## config.mk

```make
export PLATFORM = sky130hd
export DESIGN_NAME = dbg_cmd_decoder
export DESIGN_NICKNAME = d
export VERILOG_FILES = /design/src/rtl/dbg_cmd_pkg.sv /design/src/rtl/dbg_cmd_classify.sv /design/src/rtl/dbg_flag_bank.sv /design/src/rtl/dbg_exc_router.sv /design/src/rtl/dbg_cmd_decoder.sv
export SDC_FILE = /design/constraint.sdc
export NUM_CORES = 1
export LEC_CHECK = 0
export ABC_AREA = 0
export CORE_MARGIN = 2
export CORE_UTILIZATION = 44
export DETAILED_ROUTE_END_ITERATION = 8
export HOLD_SLACK_MARGIN = 0.02
export PLACE_DENSITY = 0.77
export SETUP_SLACK_MARGIN = 0.05
export SYNTH_ARGS = -nofsm -noshare
export SYNTH_HDL_FRONTEND = slang
export SYNTH_HIERARCHICAL = 1
export SYNTH_SLANG_ARGS = --single-unit
```

## constraint.sdc

```tcl
create_clock -name clk -period 0.8 [get_ports clk]
set_input_delay 0.16 -clock clk [delete_from_list [all_inputs] [get_ports clk]]
set_output_delay 0.16 -clock clk [all_outputs]
set_load 0.02 [all_outputs]
```

## src/rtl/dbg_cmd_pkg.sv

```systemverilog
package dbg_cmd_pkg;

   typedef enum logic [1:0] {
      MODE_NORMAL    = 2'd0,
      MODE_BKPT_EMU  = 2'd1,
      MODE_TRACE_EMU = 2'd2,
      MODE_BOTH_EMU  = 2'd3
   } exc_mode_e;

   localparam int MODE_BKPT_BIT  = 0;
   localparam int MODE_TRACE_BIT = 1;

   typedef struct packed {
      logic set_dis;
      logic clr_dis;
      logic float_on;
      logic float_off;
      logic set_mode;
      logic irq;
      logic illegal;
   } cmd_act_t;

endpackage

```

## src/rtl/dbg_cmd_classify.sv

```systemverilog
module dbg_cmd_classify
   import dbg_cmd_pkg::*;
#(
   parameter int CMD_W     = 5,
   parameter int NUM_DIS   = 8,
   parameter int DIS_BASE  = 16,
   parameter int MODE_BASE = 24,
   parameter int IRQ_BASE  = 28,
   parameter int IRQ_SPAN  = 4,
   parameter int FLOAT_CODE = 13,
   parameter int REL_CODE  = 14,
   parameter int CLR_CODE  = 15
) (
   input  logic               cmd_valid,
   input  logic [CMD_W-1:0]   cmd_code,
   input  logic               core_halted,
   output cmd_act_t           act,
   output logic [NUM_DIS-1:0] dis_sel,
   output exc_mode_e          mode_sel
);

   localparam int CW1 = CMD_W + 1;
   localparam logic [CW1-1:0] DIS_LO  = CW1'(DIS_BASE);
   localparam logic [CW1-1:0] DIS_HI  = CW1'(DIS_BASE + NUM_DIS);
   localparam logic [CW1-1:0] MODE_LO = CW1'(MODE_BASE);
   localparam logic [CW1-1:0] MODE_HI = CW1'(MODE_BASE + 4);
   localparam logic [CW1-1:0] IRQ_LO  = CW1'(IRQ_BASE);
   localparam logic [CW1-1:0] IRQ_HI  = CW1'(IRQ_BASE + IRQ_SPAN);
   localparam logic [CMD_W-1:0] C_FLOAT = CMD_W'(FLOAT_CODE);
   localparam logic [CMD_W-1:0] C_REL   = CMD_W'(REL_CODE);
   localparam logic [CMD_W-1:0] C_CLR   = CMD_W'(CLR_CODE);
   localparam logic [CMD_W-1:0] C_MODE  = CMD_W'(MODE_BASE);

   logic [CW1-1:0]   code_x;
   logic [CMD_W-1:0] mode_off;
   logic in_dis, in_mode, in_irq, is_float, is_rel, is_clr;
   logic gated, accept;

   assign code_x   = {1'b0, cmd_code};
   assign mode_off = cmd_code - C_MODE;

   always_comb begin
      in_dis   = (code_x >= DIS_LO)  && (code_x < DIS_HI);
      in_mode  = (code_x >= MODE_LO) && (code_x < MODE_HI);
      in_irq   = (code_x >= IRQ_LO)  && (code_x < IRQ_HI);
      is_float = (cmd_code == C_FLOAT);
      is_rel   = (cmd_code == C_REL);
      is_clr   = (cmd_code == C_CLR);
      gated    = in_dis | in_mode | is_float | is_rel | is_clr;
      accept   = cmd_valid & core_halted;
   end

   always_comb begin
      act           = '0;
      act.set_dis   = accept & in_dis;
      act.clr_dis   = accept & is_clr;
      act.float_on  = accept & is_float;
      act.float_off = accept & is_rel;
      act.set_mode  = accept & in_mode;
      act.irq       = cmd_valid & in_irq;
      act.illegal   = cmd_valid & ~core_halted & gated;
   end

   for (genvar gi = 0; gi < NUM_DIS; gi++) begin : g_sel
      localparam logic [CMD_W-1:0] C_BIT = CMD_W'(DIS_BASE + gi);
      assign dis_sel[gi] = (cmd_code == C_BIT);
   end

   assign mode_sel = exc_mode_e'(mode_off[1:0]);

endmodule

```

## src/rtl/dbg_flag_bank.sv

```systemverilog
module dbg_flag_bank #(
   parameter int NUM_DIS = 8
) (
   input  logic               clk,
   input  logic               rst_n,
   input  logic               set_en,
   input  logic               clr_en,
   input  logic [NUM_DIS-1:0] sel,
   input  logic               float_on,
   input  logic               float_off,
   output logic [NUM_DIS-1:0] dis_flags,
   output logic               outputs_off
);

   for (genvar gi = 0; gi < NUM_DIS; gi++) begin : g_flag
      logic flag_q;
      always_ff @(posedge clk or negedge rst_n) begin
         if (!rst_n) begin
            flag_q <= 1'b0;
         end else if (clr_en) begin
            flag_q <= 1'b0;
         end else if (set_en && sel[gi]) begin
            flag_q <= 1'b1;
         end
      end
      assign dis_flags[gi] = flag_q;
   end

   always_ff @(posedge clk or negedge rst_n) begin
      if (!rst_n) begin
         outputs_off <= 1'b0;
      end else if (float_on) begin
         outputs_off <= 1'b1;
      end else if (float_off) begin
         outputs_off <= 1'b0;
      end
   end

endmodule

```

## src/rtl/dbg_exc_router.sv

```systemverilog
module dbg_exc_router
   import dbg_cmd_pkg::*;
#(
   parameter bit EXC_REG = 1'b1
) (
   input  logic      clk,
   input  logic      rst_n,
   input  logic      mode_load,
   input  exc_mode_e mode_nxt,
   input  logic      trace_req,
   input  logic      bkpt_req,
   input  logic      irq_cmd,
   input  logic      illegal_cmd,
   output logic      emu_entry,
   output logic      exc_vec_alt,
   output logic      emu_irq,
   output logic      cmd_illegal
);

   exc_mode_e  mode_q;
   logic [1:0] mode_bits;
   logic       entry_d, vec_d;

   always_ff @(posedge clk or negedge rst_n) begin
      if (!rst_n) begin
         mode_q <= MODE_NORMAL;
      end else if (mode_load) begin
         mode_q <= mode_nxt;
      end
   end

   assign mode_bits = mode_q;

   always_comb begin
      entry_d = (trace_req & mode_bits[MODE_TRACE_BIT]) |
                (bkpt_req  & mode_bits[MODE_BKPT_BIT]);
      vec_d   = bkpt_req & mode_bits[MODE_BKPT_BIT];
   end

   if (EXC_REG) begin : g_exc_reg
      always_ff @(posedge clk or negedge rst_n) begin
         if (!rst_n) begin
            emu_entry   <= 1'b0;
            exc_vec_alt <= 1'b0;
         end else begin
            emu_entry   <= entry_d;
            exc_vec_alt <= vec_d;
         end
      end
   end else begin : g_exc_comb
      assign emu_entry   = entry_d;
      assign exc_vec_alt = vec_d;
   end

   always_ff @(posedge clk or negedge rst_n) begin
      if (!rst_n) begin
         emu_irq     <= 1'b0;
         cmd_illegal <= 1'b0;
      end else begin
         emu_irq     <= irq_cmd;
         cmd_illegal <= illegal_cmd;
      end
   end

endmodule

```

## src/rtl/dbg_cmd_decoder.sv

```systemverilog
module dbg_cmd_decoder
   import dbg_cmd_pkg::*;
#(
   parameter int CMD_W      = 5,
   parameter int NUM_DIS    = 8,
   parameter int DIS_BASE   = 16,
   parameter int MODE_BASE  = 24,
   parameter int IRQ_BASE   = 28,
   parameter int IRQ_SPAN   = 4,
   parameter int FLOAT_CODE = 13,
   parameter int REL_CODE   = 14,
   parameter int CLR_CODE   = 15,
   parameter bit EXC_REG    = 1'b1
) (
   input  logic               clk,
   input  logic               rst_n,
   input  logic               cmd_valid,
   input  logic [CMD_W-1:0]   cmd_code,
   input  logic               core_halted,
   input  logic               trace_req,
   input  logic               bkpt_req,
   output logic [NUM_DIS-1:0] dis_flags,
   output logic               outputs_off,
   output logic               emu_entry,
   output logic               exc_vec_alt,
   output logic               emu_irq,
   output logic               cmd_illegal
);

   localparam int CODE_SPACE = 1 << CMD_W;

   if (NUM_DIS < 1) begin : g_bad_num
      $error("NUM_DIS must be at least 1");
   end
   if (DIS_BASE + NUM_DIS > CODE_SPACE || MODE_BASE + 4 > CODE_SPACE ||
       IRQ_BASE + IRQ_SPAN > CODE_SPACE) begin : g_bad_fit
      $error("command ranges exceed the code space");
   end
   if (!(DIS_BASE + NUM_DIS <= MODE_BASE || MODE_BASE + 4 <= DIS_BASE)) begin : g_bad_ovl
      $error("disable and mode ranges overlap");
   end
   if (IRQ_BASE < MODE_BASE + 4 && IRQ_BASE + IRQ_SPAN > MODE_BASE) begin : g_bad_irq
      $error("interrupt and mode ranges overlap");
   end

   cmd_act_t           act;
   logic [NUM_DIS-1:0] dis_sel;
   exc_mode_e          mode_sel;

   dbg_cmd_classify #(
      .CMD_W(CMD_W), .NUM_DIS(NUM_DIS), .DIS_BASE(DIS_BASE),
      .MODE_BASE(MODE_BASE), .IRQ_BASE(IRQ_BASE), .IRQ_SPAN(IRQ_SPAN),
      .FLOAT_CODE(FLOAT_CODE), .REL_CODE(REL_CODE), .CLR_CODE(CLR_CODE)
   ) u_classify (
      .cmd_valid   (cmd_valid),
      .cmd_code    (cmd_code),
      .core_halted (core_halted),
      .act         (act),
      .dis_sel     (dis_sel),
      .mode_sel    (mode_sel)
   );

   dbg_flag_bank #(.NUM_DIS(NUM_DIS)) u_flags (
      .clk         (clk),
      .rst_n       (rst_n),
      .set_en      (act.set_dis),
      .clr_en      (act.clr_dis),
      .sel         (dis_sel),
      .float_on    (act.float_on),
      .float_off   (act.float_off),
      .dis_flags   (dis_flags),
      .outputs_off (outputs_off)
   );

   dbg_exc_router #(.EXC_REG(EXC_REG)) u_router (
      .clk         (clk),
      .rst_n       (rst_n),
      .mode_load   (act.set_mode),
      .mode_nxt    (mode_sel),
      .trace_req   (trace_req),
      .bkpt_req    (bkpt_req),
      .irq_cmd     (act.irq),
      .illegal_cmd (act.illegal),
      .emu_entry   (emu_entry),
      .exc_vec_alt (exc_vec_alt),
      .emu_irq     (emu_irq),
      .cmd_illegal (cmd_illegal)
   );

endmodule

```

Word-level counts from Yosys, hierarchy flattened
Cells that the tools add are included.
{"block": "word_totals", "register_bits": 15, "inputBits": 11, "out_inout_bits": 13, "word_cells": 87}
{"block": "op_classes", "add_sub_neg": 1, "n_lt_le_gt_ge": 6, "n_eq_ne": 11, "mux": 18, "bitwise": 17, "n_reduce_logical": 20}
{"cell": "5-bit equality test, second input constant", "count": 8}
{"cell": "1-bit two-way mux", "count": 18}
{"cell": "2-bit nonzero test", "count": 9}
{"cell": "5-bit by 4-bit equality test with 1-bit output, second input constant", "count": 3}
{"cell": "5-bit greater-or-equal comparator, second input constant", "count": 3}
{"cell": "1-bit bitwise AND", "count": 11}
{"cell": "1-bit logical AND", "count": 11}
{"cell": "5-bit less-than comparator, second input constant", "count": 2}
{"cell": "5-bit by 6-bit less-than comparator with 1-bit output, second input constant", "count": 1}
{"cell": "1-bit OR", "count": 5}
{"cell": "2-bit by 1-bit subtractor with 2-bit output, second input constant", "count": 1}
{"cell": "1-bit NOT", "count": 1}

Logic depth before layout (Yosys ltp)
{"block": "logic_depth", "ltp_word": 7, "depth_mapped": 5, "ltp_nobuf": 5}

Cells and area by module
Netlist, hierarchy kept.
{"module": "dbg_flag_bank", "n_inst": 1, "cells_each": 37, "area_per_inst_um2": 386.6, "seq_area_each_um2": 225.2}
{"module": "dbg_exc_router", "n_inst": 1, "cells_each": 10, "area_per_inst_um2": 187.7, "seq_area_each_um2": 150.1}
{"module": "dbg_cmd_classify", "n_inst": 1, "cells_each": 31, "area_per_inst_um2": 167.7, "seq_area_each_um2": 0.0}

Least setup slack after synthesis
No wires, ideal clock.
{"block": "synth_timing", "path_kind": "input -> register", "start": "in cmd_valid", "end": "reg u_flags.g_flag[0].flag_q", "setup_time_ps": 120, "arrival_ps": 910, "required_time_ps": 680, "path_slack_ps": -230, "cell_stages": 5, "path_buffers": 1, "path_cell_list": "nand2_1 or3_1 nor2_1 clkbuf_2 nor2_1"}
{"item": "start: declaration", "line": "dbg_cmd_decoder.sv:17", "source": "input logic cmd_valid,"}
{"item": "end signal: assignment", "line": "dbg_flag_bank.sv:19", "source": "flag_q <= 1'b0;"}
{"item": "end signal: assignment", "line": "dbg_flag_bank.sv:21", "source": "flag_q <= 1'b0;"}
{"item": "end signal: assignment", "line": "dbg_flag_bank.sv:23", "source": "flag_q <= 1'b1;"}
{"item": "end: declaration", "line": "dbg_flag_bank.sv:16", "source": "logic flag_q;"}

Final worst setup path
{"block": "layout_timing", "start": "reg u_flags.g_flag[6].flag_q", "end": "out dis_flags[6]"}
{"item": "start: declaration", "line": "dbg_flag_bank.sv:16"}
{"item": "start signal: assignment", "line": "dbg_flag_bank.sv:19"}
{"item": "start signal: assignment", "line": "dbg_flag_bank.sv:21"}
{"item": "start signal: assignment", "line": "dbg_flag_bank.sv:23"}
{"item": "end: declaration", "line": "dbg_cmd_decoder.sv:22", "source": "output logic [NUM_DIS-1:0] dis_flags,"}
No word-level cell between the ends.

==> impl_metrics.tcl <==
set metrics [dict create \
    routedWlPerCell_um 14.0 \
    drc_errors 0 \
    grt_pass1_wl_um 2390 \
    syn_area_um2 742 \
    worstPathCellList "buf_6" \
    numCtsBuffers 3 \
    crit_buf_inv 1 \
    hold_class "in2reg" \
    grt_pass1_vias 559 \
    initial_core_util_pct 48.1 \
    final.period_utilization_pct 123 \
    synthSimpleGateAreaFrac_pct 24.3 \
    synth-seq-cells 15 \
    synth_fp_nets 89 \
    vias 623 \
    drive_gt1_share_pct 57.0 \
    syn_avg_cell_area_um2 9.51 \
    worstPathArrival_ns 0.82 \
    skew_ns 0.00343 \
    htree_levels 1 \
    ir_drop_v 0.00107 \
    via_per_inst 5.07 \
    drv_slew 0 \
    fill_cells 94 \
    hold_viol 0 \
    wirelength_um 1720 \
    max_freq_mhz 1020 \
    final_cell_count_no_fill 123 \
    finalNetCount 119 \
    seq_area_frac_synth_pct 50.6 \
    reg2reg_from "u_flags/g_flag[6].flag_q" \
    critPathTopFamily "flip-flops" \
    area_growth_pct 64.2 \
    cts_sinks 15 \
    cellLeakagePower_uw 0.000551 \
    ys.flop_type "dfrtp_1" \
    power_per_cell_area_nw_per_um2 1560 \
    clk_latency_ns 0.27 \
    post-route-min-period_ns 0.982 \
    diodes 0 \
    fin_ws_ns -0.182 \
    cts_tree "done" \
    core.rowCount 14 \
    status "finished with violations" \
    ctsHoldBuffers 0 \
    synthMuxAreaShare_pct 3.04 \
    clk_pin_slew_ns 0.08 \
    track_usage_pct 16.8 \
    rsz0062_at_grt "yes" \
    critPathRequiredTime_ns 0.64 \
    critPathSlowestCell "dfrtp_1" \
    synth_fa_ha_area_share_pct 0 \
    cp_slowest_stage_delay_ns 0.41 \
    dieArea_um2 2030 \
    grt_start_max_net_pins 16 \
    antenna_found_initial 0 \
    synth_compound_area_share_pct 9.27 \
    core_um2 1540 \
    die_w_um 45.1 \
    synth_enable_flop_cells 0 \
    hpwl_um 1110 \
    die_height_um 45.1 \
    io_buffers 23 \
    async_reset_ff_share_pct 100 \
    ioPinCount 24 \
    place.gp.congestion 0.796 \
    end_kind "output port" \
    maxSlewHeadroom_pct 81.0 \
    synth.distinct_cells 21 \
    layout_common_cells "buf_6 (15), dfrtp_1 (15), buf_4 (11)" \
    tightest_slew_ns 0.284 \
    setup_violations 24 \
    numPlacedInstances 115 \
    grt-ovfl-total 0 \
    cts_root_buf "clkbuf_4" \
    min_from "cmd_valid" \
    syn_inst 78 \
    violations "setup timing" \
    critPathMaxFanout 2 \
    cap_violations 0 \
    cp-start-kind "flop" \
    crit_type "reg2out" \
    finalPower_uw 1900 \
    synth_xor_area_share_pct 0 \
    initialDrtViolationCount 2 \
    firstDrtPassIters 4 \
    clockBufferDepth 2 \
    yosysWarningCount 6 \
    antenna_left 0 \
    crit_path_start "u_flags/g_flag[6].flag_q" \
    synth_top_family_by_area "simple AND/OR/NAND/NOR gates" \
]
[Yosys cell counts (2+ instances only)]
cell	number	area (um2)
a21oi_1	7	35.0
a21oi_2	2	17.5
buf_4	10	75.1
dfrtp_1	15	375
mux2_2	2	22.5
nand2_1	5	18.8
nand2b_1	3	18.8
nor2_1	19	71.3
nor3_1	2	10.0
or3_1	2	12.5
[cells by family after synthesis]
logic type / after synthesis
mux: 2
flops: 15
buf+inv: 13
compound gates: 11
simple gates: 37
[flip-flops by register name, summed over array words and instances (netlist names)]
signal,flops
u_flags/g_flag.flag_q,8
u_flags/outputs_off,1
u_router/cmd_illegal,1
u_router/emu_entry,1
u_router/emu_irq,1
u_router/exc_vec_alt,1
u_router/mode_bits,2
[worst register-to-register path: cells and delay by family (launching register included)]
family / cells / cell delay [ns]
DFF: 1 / 0.41
and+or+nand+nor: 1 / 0.05
buffers and inverters: 2 / 0.26
AOI/OAI and AO/OA: 1 / 0.13
[area by class of cell]
type | instances | area, um2 | share of cell area [%]
tap | 16 | 20.0 | 1.64
clock buffer | 4 | 26.3 | 2.16
sequential | 15 | 375 | 30.8
inverter | 1 | 3.75 | 0.308
multi-input combinational | 50 | 395 | 32.4
timing repair buffer | 37 | 398 | 32.6
[stage by stage]
step	TNS [ns]	cell area, um2	util, %	setup slack, ns	hold slack [ns]
floorplan	-1.84	763	-	-0.185	-0.136
global placement	-13.76	1010	65.5	-0.832	0.474
detailed placement	-14.37	1010	65.5	-0.876	0.496
CTS	-2.32	1100	71.6	-0.196	0.104
global route	-3.36	1220	79.1	-0.222	0.102
finish	-2.84	1220	79.1	-0.182	0.110
[what timing repair did]
| item | in CTS | in global routing |
|---|---|---|
| pin swaps | 7 | 7 |
| endpoints found under the hold margin | 0 | 0 |
| resized for setup | 121 | 24 |
| setup buffers | 2 | 4 |
| setup endpoints to repair | 26 | 26 |
[metal layers]
metal  GRT usage (%)  wire (um)
met1            18.8        712
met2            28.0        876
met3            3.20         88
met4            12.9         45
met5               0          0
[power breakdown]
part	switching (uW)	total (uW)	leakage, uW	internal [uW]
Clock	215	408	0.0000150	193
Combinational	262	592	0.000336	329
Sequential	56.2	900	0.000199	844
[path summary, 6_finish.rpt]
check / cells after the start / slack, ns / endpoint
max in group asynchronous: 2 / 0.47 / u_flags/g_flag[7].flag_q
min in group asynchronous: 2 / 0.21 / u_router/exc_vec_alt
worst max-delay path: 1 / -0.18 / dis_flags[6]
worst max register to register: 4 / -0.14 / u_flags/g_flag[6].flag_q
worst min-delay path: 3 / 0.11 / u_router/emu_irq
worst min register to register: 1 / 0.52 / u_router/exc_vec_alt
No activity file was read; power rests on OpenSTA's default activity.
